[config.mk]
export PLATFORM = sky130hd
export DESIGN_NAME = mbok_chip_mod
export DESIGN_NICKNAME = d
export VERILOG_FILES = /design/src/rtl/mbok_chip_mod.sv
export SDC_FILE = /design/constraint.sdc
export NUM_CORES = 1
export LEC_CHECK = 0
export BUFFER_PORTS_ARGS = -buffer_cell sky130_fd_sc_hd__buf_4
export CORE_MARGIN = 1.5
export CORE_UTILIZATION = 55
export CTS_BUF_LIST = sky130_fd_sc_hd__clkbuf_4 sky130_fd_sc_hd__clkbuf_8 sky130_fd_sc_hd__clkbuf_16
export DETAILED_ROUTE_END_ITERATION = 8
export PLACE_DENSITY = 0.79
export SYNTH_ARGS = -nofsm -noshare
export SYNTH_HDL_FRONTEND = slang
export SYNTH_SLANG_ARGS = --single-unit
[constraint.sdc]
create_clock -name clk -period 1.9 [get_ports clk]
set_input_delay 0.19 -clock clk [delete_from_list [all_inputs] [get_ports clk]]
set_output_delay 0.19 -clock clk [all_outputs]
set_load 0.01 [all_outputs]
[src/rtl/mbok_chip_mod.sv]
module mbok_chip_mod (
  input  logic clk,
  input  logic rst_n,
  input  logic start,
  input  logic quad,
  input  logic phase_ref,
  input  logic bit_in,
  input  logic bit_valid,
  output logic bit_ready,
  output logic chip_i,
  output logic chip_q,
  output logic chip_stb
);
  localparam int CHIPS = 8;
  localparam int GRP   = 4;
  localparam int IW    = $clog2(CHIPS);
  localparam int CW    = $clog2(2*GRP + 1);

  logic            quad_r, ph_r, busy;
  logic [2*GRP-1:0] acc;
  logic [CW-1:0]   cnt, need;
  logic [IW-1:0]   idx;
  logic [CHIPS-1:0] sh_i, sh_q;
  logic            have_sym, last, load, take;

  function automatic logic [CHIPS-1:0] mwal(input logic [2:0] m);
    case (m)
      3'd0: mwal = 8'h03;
      3'd1: mwal = 8'h0C;
      3'd2: mwal = 8'h30;
      3'd3: mwal = 8'h3F;
      3'd4: mwal = 8'h56;
      3'd5: mwal = 8'h59;
      3'd6: mwal = 8'h65;
      default: mwal = 8'h6A;
    endcase
  endfunction

  function automatic logic [CHIPS-1:0] word(input logic [GRP-1:0] g, input logic ph);
    word = mwal(g[2:0]) ^ {CHIPS{g[3] ^ ph}};
  endfunction

  assign need      = quad_r ? CW'(2*GRP) : CW'(GRP);
  assign have_sym  = (cnt == need);
  assign last      = busy && (idx == IW'(CHIPS-1));
  assign load      = have_sym && (!busy || last);
  assign bit_ready = !have_sym || load;
  assign take      = bit_valid && bit_ready && !start;

  assign chip_stb = busy;
  assign chip_i   = busy & sh_i[0];
  assign chip_q   = busy & sh_q[0];

  always_ff @(posedge clk) begin
    if (!rst_n) begin
      quad_r <= 1'b0;
      ph_r   <= 1'b0;
      cnt    <= '0;
      acc    <= '0;
      busy   <= 1'b0;
      idx    <= '0;
      sh_i   <= '0;
      sh_q   <= '0;
    end else if (start) begin
      quad_r <= quad;
      ph_r   <= phase_ref;
      cnt    <= '0;
      busy   <= 1'b0;
      idx    <= '0;
    end else begin
      if (load) begin
        cnt <= take ? CW'(1) : '0;
        if (take) acc[0] <= bit_in;
      end else if (take) begin
        acc[cnt[IW-1:0]] <= bit_in;
        cnt <= cnt + CW'(1);
      end

      if (load) begin
        sh_q <= word(acc[GRP-1:0], ph_r);
        sh_i <= quad_r ? word(acc[2*GRP-1:GRP], ph_r) : word(acc[GRP-1:0], ph_r);
        busy <= 1'b1;
        idx  <= '0;
      end else if (busy) begin
        sh_q <= sh_q >> 1;
        sh_i <= sh_i >> 1;
        idx  <= idx + IW'(1);
        if (last) busy <= 1'b0;
      end
    end
  end
endmodule


After elaboration in Yosys (flattened, before gate mapping). Index checks and enable logic that the tools add are counted.

Bits in registers: 34. Input bits: 7. Output and inout port bits: 4. Word-level logic and storage cells: 81.

Add/sub/neg operators: 2. Magnitude comparators: 2. Equality and inequality tests: 14. Multiplexer cells: 26. Bitwise logic cells: 9. Reduce and logical (&&, ||, !) cells: 19.

Operators with widths (number): 7-bit one-hot mux with 7 select lines (2); 8-bit two-way mux (11); 3-bit equality test, second input constant (7); 8-bit XOR (2); 3-bit by 2-bit equality test with 1-bit output, second input constant (4); 4-bit two-way mux (3); 8-bit bitwise mux (1); 1-bit two-way mux (8); 3-bit by 1-bit equality test with 1-bit output, second input constant (2); 3-bit logical NOT (2); 1-bit logical AND (5); 4-bit by 1-bit adder with 4-bit output, second input constant (1); 4-bit equality test (1); 3-bit by 4-bit less-than comparator with 1-bit output, second input constant (1); 2-bit AND reduction (2); 2-bit nonzero test (2); 3-bit by 1-bit adder with 3-bit output, second input constant (1); 1-bit demux with 3-bit select (1); 3-bit by 1-bit >= comparator with 1-bit output, second input constant (1); 1-bit logical NOT (3); 1-bit NOT (3); 3-bit AND reduction (1); 3-bit OR reduction (1); 1-bit AND (2); other kinds (3) (5).

Logic depth before layout (Yosys ltp). Gate-level depths: netlist of the first run.

Word-level depth: 10. Mapped depth: 8. Depth with buffers taken out: 7.

Least setup slack after synthesis of the first run. OpenSTA, ideal clock, no wires.

Kind: register -> register. Start: reg idx[0]. End: reg sh_q[4]. Library setup time: 128 ps. Arrival: 1538 ps. Data required time: 1772 ps. Setup slack: 235 ps. Cell stages (with the launch flop): 8. Buffers on the path: 0. Period minus slack after synthesis: 1665 ps. Cells stage by stage: dfxtp_1 ha_1 ha_1 nand2b_1 o211ai_2 mux2_2 mux2i_1 nor2_1.

Longest elaborated chain between the ends: 6. Elaborated cells between the ends (all ways): 7. Classes of those cells: eq/ne (1); mux (1); reduce/logical (5).

Ends and longest elaborated chain: start: declaration (RTL line 22) `logic [IW-1:0] idx;`; start signal: assignment (RTL line 87) `idx <= idx + IW'(1);`; 3-bit equality test * (RTL line 45) `assign last = busy && (idx == IW'(CHIPS-1));`; 1-bit logical AND * (RTL line 45); 1-bit logical OR * (RTL line 46) `assign load = have_sym && (!busy || last);`; 1-bit logical AND * (RTL line 46); 2-bit nonzero test (no line); 2-bit AND reduction (no line); end signal: assignment (RTL line 80) `sh_q <= word(acc[GRP-1:0], ph_r);`; end signal: assignment (RTL line 85) `sh_q <= sh_q >> 1;`; end: declaration (RTL line 23) `logic [CHIPS-1:0] sh_i, sh_q;`.

Every way passes the cells marked *; elsewhere a longest branch is shown, timed or not. A chain may end at the register's enable or synchronous reset.

Final worst setup path of the first run.
Start: reg idx[0]. End: out bit_ready.

Longest elaborated chain between the ends: 5.

Ends and longest elaborated chain: 3-bit equality test (RTL line 45); 1-bit logical AND (RTL line 45); 1-bit logical OR (RTL line 46); 1-bit logical AND (RTL line 46); 1-bit logical OR (RTL line 47) `assign bit_ready = !have_sym || load;`; end: declaration (RTL line 9) `output logic bit_ready,`.

No other way between the ends.

==> flow_summary.ini, run 1 <==
[status]
status = complete, no violations

[power_and_ir_drop]
power_frac_seq = 0.532
vdd_ir_drop_max_v = 0.000392
powerDensity_nw_per_um2 = 619
power_frac_comb = 0.081
power.share.clock = 0.387
switchingPower_w = 0.000322
p_sw_frac = 0.237
p_leak_nw = 0.840
p_int_w = 0.00104

[logic_synthesis]
synthCells = 224
ys_seq_elements = 34
yosysWarnings = 0
async_flop_share = 0
synthFlopType = dfxtp_1
synth_commonest_cells = 34 x dfxtp_1, 32 x nor2_1, 20 x mux2i_1, 18 x nand2_1, 17 x xnor2_1
synth_area_per_cell_um2 = 8.80
yosysTopAreaCell = dfxtp_1
synth_edf_count = 0
yosysMostFrequentCell = dfxtp_1
netlist_area_um2 = 1970
synthTopCellsByArea = dfxtp_1 35%, mux2i_1 10%, xnor2_1 7.6%, nor2_1 6.1%, o211ai_1 4.2%
syn_nets = 235
synth_cell_types = 37
yosys.area.top_type_share = 0.345
seq_area_frac_synth = 0.345

[cts]
clock_latency_ps = 340
cts_tree = yes
cts-htree-levels = 2
cts.sinks = 34
numCtsBuffers = 5
clk_pin_slew_ps = 110
clk_path_buf_depth = 2
cts_root_buf = clkbuf_4

[run]
cap_violations = 0

[die]
fp.dieH_um = 62.9
fp.dieW_um = 62.9
ios = 11
fp-row-count = 21
core_region_area_um2 = 3390
initial_utilization = 0.582
dieArea_um2 = 3950

[route]
wl_um = 3810
drt_iter0_drc = 69
wire_per_inst_um = 13.5
drc = 0
ant_nets = 0
firstDrtPassIters = 4
via_per_inst = 5.38
vias = 1523

[global_routing]
use_met1 = 0.272
grt_antenna_before_repair = 0
grt_usage = 0.211
grt_pass1_vias = 1453
grt_use_met2 = 0.332
grt_max_degree = 31
use_met3 = 0.0505
overflow = 0
top_usage_layer = met2
grt_pass1_wl_um = 6560

[sta]
worst_pin_slew_ps = 482
finClkSkew_ps = 9.58
hold_viol = 0
drv_slew = 0
max_freq_ghz = 0.561
slew_headroom = 0.679
setup_tns_ps = 0
rsz0062_at_grt = false
fin_crit_sh = 0.939
hold_ws_ps = 81.2
min_period_ps = 1780
setup-violations-final = 0

[critical_path]
cp.arrival_ps = 1590
crit_required_ps = 1710
start_kind = register
critPathCaptureType = primary output
crit_type = register to primary output
crit_fanout = 3

[cells_and_area]
regArea_um2 = 682
num_antenna_cells = 0
nFillCells = 284
area_growth_pct = 11.2
multiInputGateArea_um2 = 1180
nets = 247
drive_gt1_frac = 0.165

[place]
portBuffers = 10
dp_hpwl_um = 2740
place.gp.congestion = 0.866

[min_path]
hp-class = input pin to register
==> registers in the layout (all words and copies together), names as in the netlist <==
name      flops
quad_r        1
sh_i          8
acc           8
cnt           4
ph_r          1
chip_stb      1
idx           3
sh_q          8
==> cells by family (layout without fill, tap and decap cells) <==
kind of cell,count (synthesis),in the layout,synth area share
compound gates,41,41,0.147
xor+xnor,28,28,0.138
simple gates,74,74,0.177
buf+inv,22,35,0.0596
mux,21,21,0.107
fa+ha+maj,4,4,0.0254
flops,34,34,0.345
==> critical path, cell delays in order, from the launching register on <==
cell and delay [ps]:
dfxtp_1 340, ha_1 200, ha_1 190, nor2_1 160
buf_4 160, nand2_1 60, buf_4 150
==> placed cells by master (no fill, tap or decap), types with 3 or more instances in the layout <==
| master | instances |
|---|---|
| nor3_1 | 3 |
| nand2b_1 | 5 |
| a21oi_1 | 6 |
| mux2i_1 | 20 |
| o22ai_1 | 6 |
| dfxtp_1 | 33 |
| xor2_1 | 9 |
| inv_1 | 4 |
| xnor2_1 | 17 |
| nor2_1 | 32 |
| clkbuf_4 | 5 |
| ha_1 | 3 |
| o21ai_0 | 5 |
| nand2_1 | 18 |
| a31oi_1 | 3 |
| nand3_1 | 5 |
| nand4_1 | 3 |
| buf_4 | 22 |
| o211ai_1 | 11 |
==> layout make-up <==
type | instances | area share
inverters | 4 | 0.00685
repair buffers | 23 | 0.0844
multi-input cells | 168 | 0.536
well taps | 46 | 0.0262
flip-flops and latches | 34 | 0.311
clock inverters | 3 | 0.0183
clock buffers | 5 | 0.0171
==> worst paths after layout <==
| path | cells after the start | start | slack [ps] | to |
|---|---|---|---|---|
| max | 6 | idx[0] | 120 | bit_ready |
| min | 3 | phase_ref | 80 | ph_r |
| max reg2reg | 7 | idx[0] | 180 | sh_q[6] |
| min reg2reg | 2 | sh_i[7] | 470 | sh_i[7] |
==> power by group through the flow <==
stage / logic [W] / registers, W / clock network [W]
3_5_place_dp: 0.000108 / 0.000739 / 0
6_report: 0.000110 / 0.000723 / 0.000525
2_1_floorplan: 0.0000784 / 0.000736 / 0
4_1_cts: 0.000109 / 0.000723 / 0.000543
5_1_grt: 0.000120 / 0.000724 / 0.000564
3_3_place_gp: 0.000108 / 0.000739 / 0
==> stage by stage <==
step | utilization | cells | setup slack, ps | instance area (um^2) | total power [W]
after CTS | 0.644 | 282 | 74.4 | 2180 | 0.00137
after global placement | 0.621 | 274 | 242 | 2100 | 0.000847
final | 0.647 | 283 | 116 | 2190 | 0.00136
after detailed placement | 0.621 | 274 | 222 | 2100 | 0.000847
after floorplan | - | 224 | 235 | 1970 | 0.000815
after global routing | 0.647 | 283 | 12.6 | 2190 | 0.00141
==> routing by layer <==
metal	routed length [um]	part of all wire
met5	0	0
met4	78	0.020
met3	129	0.034
met2	1750	0.46
met1	1860	0.49
==> repair_timing <==
| item | CTS | global route |
|---|---|---|
| gates resized for setup | 0 | 2 |
| setup endpoints to repair | 0 | 2 |
| setup buffers | 0 | 1 |
| hold buffers | 0 | 0 |
Note: power is estimated with default switching activity, not from simulation.
==> run 2: changes to the inputs <==
==> constraint.sdc (replaced) <==
create_clock -name clk -period 1.9 [get_ports clk]
set_input_delay 0.38 -clock clk [delete_from_list [all_inputs] [get_ports clk]]
set_output_delay 0.38 -clock clk [all_outputs]
set_load 0.01 [all_outputs]
==> flow_summary.ini, run 2 (synthesized netlist as in run 1, its figures left out) <==
[global_routing]
grt_pass1_wl_um = 6410
grt_antenna_before_repair = 0
grt_max_degree = 31
overflow = 0
grt_usage = 0.210
grt_pass1_vias = 1367

[die]
fp-row-count = 21
ios = 11
dieArea_um2 = 3950
initial_utilization = 0.582
fp.dieH_um = 62.9
fp.dieW_um = 62.9
core_region_area_um2 = 3390

[cells_and_area]
post-route-util = 0.654
final_common_cell = nor2_1
multiInputGateArea_um2 = 1210
nets = 247
regArea_um2 = 688
nFillCells = 300
most-common-layout-cells = 31 x nor2_1, 30 x dfxtp_1, 22 x buf_4, 20 x mux2i_1
drive_gt1_frac = 0.194
top_regs = acc x8, sh_i x8, sh_q x8
area_growth_pct = 12.4
num_antenna_cells = 0

[critical_path]
critical_path.slowest_cell = dfxtp_1
cp.buffers_inverters = 1
cp.arrival_ps = 1440
critPathMaxStageDelay_ps = 430
critPathCaptureType = primary output
worstPathCellList = and3b_2, o21a_4, nand2_2, buf_4
crit_family = flip-flops
start_kind = register
crit_required_ps = 1520
crit_type = register to primary output
crit_fanout = 5

[sta]
max_freq_ghz = 0.549
worst_pin_slew_ps = 463
drv_slew = 0
fin_crit_sh = 0.958
setup-violations-final = 0
setup_tns_ps = 0
hold_viol = 0
min_period_ps = 1820
finClkSkew_ps = 8.54
slew_headroom = 0.691

[cts]
cts_root_buf = clkbuf_4
clk_path_buf_depth = 2
clk_pin_slew_ps = 100
ctsHoldBuffers = 0
cts_tree = yes
numCtsBuffers = 5
cts-htree-levels = 2
cts.sinks = 34
clock_latency_ps = 340

[route]
drc = 0
ant_nets = 0
vias = 1534
wire_per_inst_um = 13.3
drt_iter0_drc = 98
firstDrtPassIters = 4
wl_um = 3770
via_per_inst = 5.42

[run]
cap_violations = 0

[power_and_ir_drop]
vdd_ir_drop_max_v = 0.000379
p_leak_nw = 0.841
powerDensity_nw_per_um2 = 572

[status]
status = complete, no violations

[place]
dp_hpwl_um = 2740
portBuffers = 10
place.gp.congestion = 0.947

[min_path]
hp-class = input pin to register
[run 2: cell types whose count changed in the layout (fill, tap and decap cells not counted), sizes merged]
cell and change:
clkbuf +2, bufinv -1, clkinv -1
[run 2: repair_timing]
action | 4_1_cts | 5_1_grt
hold endpoints to repair | 0 | 0
pin swaps | 0 | 1
setup endpoints to repair | 1 | 6
gates resized for setup | 5 | 7
setup buffers | 1 | 1
[run 2: through the flow]
stage	power, W	hold slack, ps	setup WS, ps	cells	area, um^2
after floorplan	0.000815	442	235	224	1970
after global placement	0.000848	455	178	273	2100
after detailed placement	0.000849	456	162	273	2100
after CTS	0.00129	256	14.9	282	2190
after global routing	0.00133	256	-7.01	283	2220
final	0.00127	280	79.4	283	2220
[run 2: worst paths after layout]
check | startpoint | endpoint | slack (ps) | depth (start not counted)
worst max register to register | idx[0] | sh_q[4] | 140 | 7
worst max-delay path | quad_r | bit_ready | 80 | 4
worst min register to register | sh_q[0] | sh_q[0] | 470 | 2
worst min-delay path | phase_ref | ph_r | 280 | 3
[run 2: area by class of cell]
type	count	share of cell area
Tap cell	46	0.0260
Clock inverter	1	0.00226
Timing Repair Buffer	23	0.0836
Clock buffer	7	0.0265
Sequential cell	34	0.311
Multi-Input combinational cell	168	0.544
Inverter	4	0.00678
[run 2: worst min-delay path: cells and delay by family]
| family | cells | cell delay [ps] |
|---|---|---|
| mux | 1 | 50 |
| buf+inv | 1 | 70 |
| simple gates | 1 | 70 |
[run 2: power by group]
group / internal [W] / switching, W
Sequential: 0.000716 / 0.00000620
Combinational: 0.0000489 / 0.0000630
Clock: 0.000194 / 0.000240
[run 2: per-layer routing]
layer / track usage / up-vias / wire [um]
li1: - / 803 / -
met1: 0.278 / 701 / 1860
met2: 0.310 / 25 / 1700
met3: 0.0667 / 5 / 140
met4: 0.100 / 0 / 73
met5: 0 / - / 0
==> run 3: changes to the inputs <==
==> constraint.sdc (replaced) <==
create_clock -name clk -period 1.9 [get_ports clk]
set_input_delay 0.285 -clock clk [delete_from_list [all_inputs] [get_ports clk]]
set_output_delay 0.285 -clock clk [all_outputs]
set_load 0.01 [all_outputs]
==> flow_summary.ini, run 3 (synthesized netlist as in run 1, its figures left out) <==
[status]
status = complete, no violations

[route]
wl_um = 3950
drc = 0
via_per_inst = 5.49
drt_iter0_drc = 116
vias = 1555
wire_per_inst_um = 14.0
ant_nets = 0
firstDrtPassIters = 4

[critical_path]
worst-r2r-cell-count = 7
crit_type = register to primary output
cp.arrival_ps = 1550
start_kind = register
critical_path.slowest_cell = dfxtp_1
worstPathCellList = ha_1, ha_1, nor2_2, buf_4, nand2_1, buf_4
critPathMaxStageDelay_ps = 340
crit_required_ps = 1620
crit_start = idx[0]
critPathCaptureType = primary output
r2r_end = sh_q[4]
crit_family = adder cells
endpoint = bit_ready
rrSetupSlack_ps = 150
regToRegStartpoint = idx[0]
cp.buffers_inverters = 2
crit_fanout = 3
path_depth = 6

[power_and_ir_drop]
p_int_w = 0.000934
power_frac_comb = 0.091
power.share.clock = 0.324
power_frac_seq = 0.585
p_leak_nw = 0.835
vdd_ir_drop_max_v = 0.000381
powerDensity_nw_per_um2 = 565
switchingPower_w = 0.000303
p_sw_frac = 0.245
finalPower_w = 0.00124

[cells_and_area]
stdcell_count = 283
most-common-layout-cells = 33 x dfxtp_1, 31 x nor2_1, 23 x buf_4, 20 x mux2i_1, 18 x nand2_1
num_antenna_cells = 0
drive_gt1_frac = 0.173
final_common_cell = dfxtp_1
top_regs = acc x8, sh_i x8, sh_q x8
nets = 248
area_growth_pct = 11.0

[place]
portBuffers = 10
place.gp.congestion = 0.860
detailedPlace.worstSlack_ps = 193
dp_hpwl_um = 2820
dp_cells = 275

[cts]
cts-htree-levels = 2
cts_root_buf = clkbuf_4
cts_tree = yes
clk_pin_slew_ps = 100
cts.sinks = 34
ctsHoldBuffers = 0
clk_path_buf_depth = 2
clock_latency_ps = 340
numCtsBuffers = 5

[sta]
fin_crit_sh = 0.968
setup-violations-final = 0
rsz0062_at_grt = true
worst_pin_slew_ps = 489
min_period_ps = 1840
hold_viol = 0
finClkSkew_ps = 8.06
worst_slack_ps = 60.9
drv_slew = 0
slew_headroom = 0.674
max_freq_ghz = 0.544

[global_routing]
grt_pass1_wl_um = 6990
grt_usage = 0.224
grt_max_degree = 31
grt_pass1_vias = 1508
grt_antenna_before_repair = 0
overflow = 0

[die]
fp.dieH_um = 62.9
ios = 11
core_region_area_um2 = 3390
initial_utilization = 0.582
fp-row-count = 21
fp.dieW_um = 62.9
dieArea_um2 = 3950

[run]
cap_violations = 0

[min_path]
hp-class = input pin to register
run 3: worst min path at each step:
| stage | slack, ps | depth (start not counted) | start | endpoint |
|---|---|---|---|---|
| floorplan | 430 | 2 | phase_ref | ph_r |
| global placement | 460 | 2 | sh_q[0] | sh_q[0] |
| detailed placement | 460 | 2 | sh_q[0] | sh_q[0] |
| CTS | 170 | 3 | phase_ref | ph_r |
| global route | 180 | 3 | phase_ref | ph_r |
| finish | 180 | 3 | phase_ref | ph_r |
run 3: through the flow:
| stage | setup TNS (ps) | utilization | hold WS, ps | instance area (um^2) |
|---|---|---|---|---|
| 3_3_place_gp | 0 | 0.623 | 457 | 2110 |
| 6_report | 0 | 0.646 | 182 | 2190 |
| 2_1_floorplan | 0 | - | 432 | 1970 |
| 4_1_cts | 0 | 0.642 | 173 | 2170 |
| 3_5_place_dp | 0 | 0.623 | 458 | 2110 |
| 5_1_grt | -7.66 | 0.646 | 183 | 2190 |
run 3: power groups by stage:
stage	logic, W	registers [W]	clock network, W
after floorplan	0.0000784	0.000736	0
after global placement	0.000110	0.000739	0
after detailed placement	0.000110	0.000739	0
after CTS	0.000111	0.000723	0.000410
after global routing	0.000125	0.000724	0.000443
final	0.000113	0.000723	0.000400
run 3: routing by layer:
| layer | up-vias | GRT usage | part of all wire |
|---|---|---|---|
| li1 | 796 | - | - |
| met1 | 703 | 0.299 | 0.47 |
| met2 | 47 | 0.328 | 0.45 |
| met3 | 9 | 0.0649 | 0.055 |
| met4 | 0 | 0.108 | 0.023 |
| met5 | - | 0 | 0 |
run 3: timing repair:
action,4_1_cts,5_1_grt
endpoints found under the setup margin,1,3
buffers inserted,1,0
resized for setup,1,4
cloned,0,0
run 3: final cells by class:
cell class / instances / area [um^2]
fill: 294 / 1200
multi-input combinational: 168 / 1190
sequential: 34 / 682
timing repair buffer: 24 / 193
tap: 46 / 57.6
clock buffer: 7 / 52.6
inverter: 4 / 15.0
run 3: worst reg2reg max path, delay by kind of cell, from the launching register on:
family	cells	cell delay [ps]
fa+ha+maj	2	400
mux	2	490
simple gates	2	250
compound gates	1	140
flops	1	340
